**src/rtl/crc16_eng_pkg.sv**
```systemverilog
// Package: shared register addresses and control-field positions for the
// byte-fed CRC-16 engine. Assumes a 2-bit word address on the register bus.
package crc16_eng_pkg;

    localparam int unsigned BUS_ADDR_W = 2;
    localparam int unsigned CLR_BIT    = 15;

    typedef enum logic [BUS_ADDR_W-1:0] {
        ADDR_CTRL   = 2'd0,
        ADDR_DIN    = 2'd1,
        ADDR_RESULT = 2'd2,
        ADDR_SPARE  = 2'd3
    } reg_addr_e;

endpackage

```
**src/rtl/crc16_byte_fold.sv**
```systemverilog
// Module: crc16_byte_fold
// Combinational absorption of one byte into a reflected CRC state.
// Assumes LSB-first processing and a polynomial given in reflected form.
// The data byte is XORed into the low end of the state, then one shift and
// conditional reduction is done per bit.
module crc16_byte_fold #(
    parameter int unsigned       CRC_W  = 16,
    parameter int unsigned       BYTE_W = 8,
    parameter logic [CRC_W-1:0]  POLY   = 16'h8408
) (
    input  logic [CRC_W-1:0]  crc_in,
    input  logic [BYTE_W-1:0] byte_in,
    output logic [CRC_W-1:0]  crc_out
);

    localparam int unsigned PAD_W = CRC_W - BYTE_W;

    logic [CRC_W-1:0] stage [0:BYTE_W];

    // Inject the byte into the low bits before the shift chain.
    assign stage[0] = crc_in ^ {{PAD_W{1'b0}}, byte_in};

    // One shift-and-reduce step per data bit.
    for (genvar g = 0; g < BYTE_W; g++) begin : g_bit
        assign stage[g+1] = stage[g][0] ? ((stage[g] >> 1) ^ POLY)
                                        : (stage[g] >> 1);
    end

    assign crc_out = stage[BYTE_W];

endmodule

```
**src/rtl/crc16_sat_counter.sv**
```systemverilog
// Module: crc16_sat_counter
// Counts absorbed bytes and saturates at all-ones.
// Assumes clear and increment never need to act together in one cycle. If
// both are raised, the clear wins.
module crc16_sat_counter #(
    parameter int unsigned CNT_W = 12
) (
    input  logic             clk,
    input  logic             rst_n,
    input  logic             clr,
    input  logic             inc,
    output logic [CNT_W-1:0] count
);

    localparam logic [CNT_W-1:0] CNT_MAX = {CNT_W{1'b1}};

    logic at_max;

    // Flag the saturated value so the increment can be blocked.
    assign at_max = (count == CNT_MAX);

    // Count register: reset and clear to zero, step up until saturated.
    always_ff @(posedge clk) begin
        if (!rst_n) begin
            count <= '0;
        end else if (clr) begin
            count <= '0;
        end else if (inc && !at_max) begin
            count <= count + 1'b1;
        end
    end

    // an increment below the ceiling adds exactly one
    p_count_step_r5: assert property (@(posedge clk) disable iff (!rst_n)
        (inc && !clr && count != CNT_MAX) |=> (count == $past(count) + 1'b1));

    // once saturated the count stays there until cleared
    p_count_sat_hold_r5: assert property (@(posedge clk) disable iff (!rst_n)
        (count == CNT_MAX && !clr) |=> (count == CNT_MAX));

    // a clear request empties the count
    p_count_clear_r2: assert property (@(posedge clk) disable iff (!rst_n)
        clr |=> (count == '0));

endmodule

```
**src/rtl/crc16_reg_engine.sv**
```systemverilog
// Module: crc16_reg_engine
// Register-mapped CRC-16 calculator fed one byte per bus write.
// Assumes a single-cycle write strobe and combinational read data. The
// control word carries a write-one clear strobe and the read-only byte count,
// the data word supplies the byte, and the result word returns the
// complemented state.
module crc16_reg_engine
    import crc16_eng_pkg::*;
#(
    parameter int unsigned          DATA_W = 16,
    parameter int unsigned          CNT_W  = 12,
    parameter int unsigned          BYTE_W = 8,
    parameter logic [DATA_W-1:0]    POLY   = 16'h8408,
    parameter logic [DATA_W-1:0]    SEED   = 16'hFFFF,
    parameter logic [DATA_W-1:0]    XOROUT = 16'hFFFF
) (
    input  logic                  clk,
    input  logic                  rst_n,
    input  logic [BUS_ADDR_W-1:0] bus_addr,
    input  logic                  bus_wr,
    input  logic [DATA_W-1:0]     bus_wdata,
    output logic [DATA_W-1:0]     bus_rdata
);

    logic [DATA_W-1:0] crc_state;
    logic [DATA_W-1:0] crc_next;
    logic [CNT_W-1:0]  byte_count;
    logic              clr_req;
    logic              feed_req;
    logic              wdata_unused;

    // Decode the two write actions that change state.
    assign clr_req  = bus_wr && (bus_addr == ADDR_CTRL) && bus_wdata[CLR_BIT];
    assign feed_req = bus_wr && (bus_addr == ADDR_DIN);

    // Bits between the byte and the strobe carry no function.
    assign wdata_unused = ^bus_wdata[DATA_W-2:BYTE_W];

    crc16_byte_fold #(
        .CRC_W  (DATA_W),
        .BYTE_W (BYTE_W),
        .POLY   (POLY)
    ) u_fold (
        .crc_in  (crc_state),
        .byte_in (bus_wdata[BYTE_W-1:0]),
        .crc_out (crc_next)
    );

    crc16_sat_counter #(
        .CNT_W (CNT_W)
    ) u_count (
        .clk   (clk),
        .rst_n (rst_n),
        .clr   (clr_req),
        .inc   (feed_req),
        .count (byte_count)
    );

    // Checksum state: seeded on reset or clear, advanced on each byte write.
    always_ff @(posedge clk) begin
        if (!rst_n) begin
            crc_state <= SEED;
        end else if (clr_req) begin
            crc_state <= SEED;
        end else if (feed_req) begin
            crc_state <= crc_next;
        end
    end

    // Read mux: count in control, complemented state in result, else zero.
    always_comb begin
        bus_rdata = '0;
        case (bus_addr)
            ADDR_CTRL:   bus_rdata[CNT_W-1:0] = byte_count;
            ADDR_RESULT: bus_rdata = crc_state ^ XOROUT;
            default:     bus_rdata = '0;
        endcase
    end

    // a clear strobe reseeds the checksum
    p_clear_seed_r2: assert property (@(posedge clk) disable iff (!rst_n)
        clr_req |=> (crc_state == SEED));

    // writes that neither clear nor feed leave the checksum alone
    p_idle_hold_r9: assert property (@(posedge clk) disable iff (!rst_n)
        !(clr_req || feed_req) |=> $stable(crc_state));

    // an empty count always pairs with the seeded checksum
    p_empty_is_seed_r1: assert property (@(posedge clk) disable iff (!rst_n)
        (byte_count == '0) |-> (crc_state == SEED));

    // a byte write changes the count or keeps it saturated on the next edge
    p_feed_visible_r8: assert property (@(posedge clk) disable iff (!rst_n)
        feed_req |=> (byte_count != '0));

endmodule

```
**config.mk**
```make
export PLATFORM = sky130hd
export DESIGN_NAME = crc16_reg_engine
export DESIGN_NICKNAME = d
export VERILOG_FILES = /design/src/rtl/crc16_eng_pkg.sv /design/src/rtl/crc16_byte_fold.sv /design/src/rtl/crc16_sat_counter.sv /design/src/rtl/crc16_reg_engine.sv
export SDC_FILE = /design/constraint.sdc
export NUM_CORES = 1
export LEC_CHECK = 0
export BUFFER_PORTS_ARGS = -buffer_cell sky130_fd_sc_hd__clkbuf_2
export CAP_MARGIN = 5
export CORE_ASPECT_RATIO = 1.1
export CORE_MARGIN = 3
export CORE_UTILIZATION = 49
export DETAILED_ROUTE_END_ITERATION = 12
export HOLD_SLACK_MARGIN = 0.06
export PLACE_DENSITY_LB_ADDON = 0.12
export SYNTH_ARGS = -nofsm -noshare
export SYNTH_HDL_FRONTEND = slang
export SYNTH_HIERARCHICAL = 1
export SYNTH_SLANG_ARGS = --single-unit
```
**constraint.sdc**
```tcl
create_clock -name clk -period 1.6 [get_ports clk]
set_input_delay 0.08 -clock clk [delete_from_list [all_inputs] [get_ports clk]]
set_output_delay 0.08 -clock clk [all_outputs]
set_load 0.02 [all_outputs]
```
==> impl_metrics.yaml <==
final_layout:
  area_delta_synth_final_pct: 15.9
  fill_cells: 317
  drive_above_1_share_pct: 28.1
  diodes: 0
  finalInstanceArea_mm2: 0.00210
  multi_input_area_mm2: 0.00115
  fin_nets: 240
  regArea_um2: 562
  fin_util_pct: 61.1
power_and_ir_drop:
  p_leak_uw: 0.00106
  power_density_mw_per_mm2: 684
  ir_drop_v: 0.000325
  power.total_uw: 1440
yosys:
  ys.flop_type: "dfxtp_1"
  yosys-top-cells-count: "28 x dfxtp_1, 19 x nor2_1, 16 x o22a_1, 14 x inv_1, 13 x mux2i_1"
  synth.distinct_cells: 43
  synthesis.nets: 201
  syn_area_mm2: 0.00181
  syn_inst: 179
  yosysMostFrequentCell: "dfxtp_1"
  synth_top_area_share_pct: 30.9
  async_flop_share_pct: 0
  ys_top_cells_by_area: "dfxtp_1 31%, o22a_1 7.7%, mux2i_1 7.2%"
  yosys_warnings: 6
  yosysSeqAreaShare_pct: 30.9
  postSynthAreaPerCell_um2: 10.1
  synth_edf_count: 0
  ys_ff_latch: 28
  netlist.top_cell.by_area: "dfxtp_1"
setup_path:
  crit_type: "flip-flop to flip-flop"
  cp_max_fo: 6
  start_kind: "flip-flop"
  r2r_slack_ns: 0.04
  r2r_cells: 5
  r2r-end: "u_count/count[11]"
  cp_data_arrival_time_ns: 1.82
  worstPathRequired_ns: 1.86
  rr_startpoint: "u_count/count[1]"
  end_kind: "flip-flop"
detailed_routing:
  drt_iter0_markers: 54
  vias: 1427
  drt-vias-per-instance: 5.38
  wl_per_cell_um: 14.6
  ant_nets: 0
  routed_wl_mm: 3.86
  dr.pass1.iters: 4
  drc_errors: 0
floorplanning:
  die_width_um: 64.0
  die_area_mm2: 0.00447
  die_y_um: 69.8
  core_mm2: 0.00344
  start_util_pct: 52.7
  rows: 22
  io_pins: 37
timing:
  period_minus_slack_ns: 1.56
  setup-violations-final: 0
  rsz0062_at_grt: "false"
  relSlewSlack_pct: 69.8
  fin_crit_sh_pct: 97.5
  fin_worst_skew_ns: 0.00174
  hold_viol: 0
  drv_slew: 0
  hold_ws_ns: 0.243
  worstMarginPinSlew_ns: 0.452
  fmax_mhz: 641
clock_network:
  clk_pin_slew_worst_paths_ns: 0.15
  clk_path_buf_depth: 2
  cts_buffers: 3
  hold_buffers: 0
  cts.sinks: 28
  insertion_delay_ns: 0.32
  cts_root_buf: "clkbuf_4"
  cts_tree: "done"
  post_cts_resized: 0
  cts_max_level: 1
  cts_setup_buffers: 0
run:
  drv_cap: 0
global_routing:
  grt_pass1_wl_mm: 6.58
  grt-ovfl-total: 0
  grt_use_total_pct: 18.4
  grt_antenna_before_repair: 0
  grt_pass1_vias: 1398
  grt_start_max_net_pins: 17
placed_design:
  portBuffers: 29
  place_area_mm2: 0.00206
  dpl.hpwl_mm: 3.12
  gp_congestion: 0.838
outcome:
  status: "complete, no violations"
min_path:
  holdPathEnd: "u_count/count[3]"
  min_path_type: "primary input to flip-flop"
  min_from: "rst_n"
  min_path_cells: 3
[stage by stage]
stage / setup TNS, ns / setup slack [ns] / std cells
after floorplan: 0 / 0.0757 / 179
after global placement: 0 / 0.0241 / 261
after detailed placement: -0.00210 / -0.00210 / 261
after CTS: 0 / 0.00227 / 265
after global routing: 0 / 0.0166 / 265
final: 0 / 0.0404 / 265
[how the worst max path moves through the flow]
| stage | start | endpoint |
|---|---|---|
| 3_3_place_gp | bus_addr[1] | u_count/count[11] |
| 2_1_floorplan | bus_addr[1] | u_count/count[11] |
| 5_1_grt | u_count/count[1] | u_count/count[11] |
| 3_5_place_dp | bus_addr[1] | u_count/count[11] |
| 4_1_cts | u_count/count[0] | u_count/count[11] |
| 6_report | u_count/count[1] | u_count/count[11] |
[per-layer routing]
layer | track usage, % | vias to the layer above | share of wire, %
met3 | 3.08 | 4 | 3.2
met1 | 22.9 | 682 | 45
met5 | 0 | - | 0
met4 | 4.56 | 0 | 0.86
met2 | 32.4 | 24 | 51
li1 | - | 717 | -
[registers in the layout, summed over array words and instances (netlist names)]
register       count
u_count/count     12
crc_state         16
[placed cells by master (no fill, tap or decap), types with 2 or more instances in the layout]
master     n
nand4_1    3
o21ai_0    4
dfxtp_1   27
mux2i_1   13
nand2_1    3
or3_1      3
a211oi_1   2
nand3b_1   2
nor2_1    19
buf_4     12
xnor3_1    5
and3_1     3
and3_4     2
and2_1     2
and4_1     2
xor3_1     3
clkbuf_4   3
clkbuf_2  29
xor2_1     3
a21oi_1    9
o31ai_1    2
inv_1     14
nand2b_1   4
xnor2_1    8
or4_1      2
o22a_1    16
xnor2_2    3
[layout make-up]
cell class | count | area share [%]
inverter | 14 | 2.50
sequential | 28 | 26.7
multi-input combinational | 130 | 55.0
clock buffer | 4 | 1.73
tap | 48 | 2.86
timing repair buffer | 41 | 11.2
[critical path: stages (launching register included)]
cell and delay (ns):
dfxtp_1 0.38, buf_4 0.12, and4_4 0.25, nand4_4 0.13
or4_1 0.49, a21oi_1 0.14
[cell families after synthesis]
group,count (synthesis),share of synthesized area [%]
AND/OR/NAND/NOR,55,19.0
AO/OA/AOI/OAI,37,15.4
flip-flops,28,30.9
XOR/XNOR,24,21.2
buffers and inverters,21,5.66
multiplexers,13,7.18
adder cells (fa/ha/maj),1,0.690
[power by group]
| part | internal (uW) | switching (uW) | total [uW] | leakage (uW) |
|---|---|---|---|---|
| combinational | 205 | 143 | 349 | 0.000810 |
| clock | 139 | 205 | 344 | 0.0000210 |
| sequential | 721 | 24.1 | 745 | 0.000228 |
| total | 1070 | 372 | 1440 | 0.00106 |
Note: power is estimated with default switching activity, not from simulation.
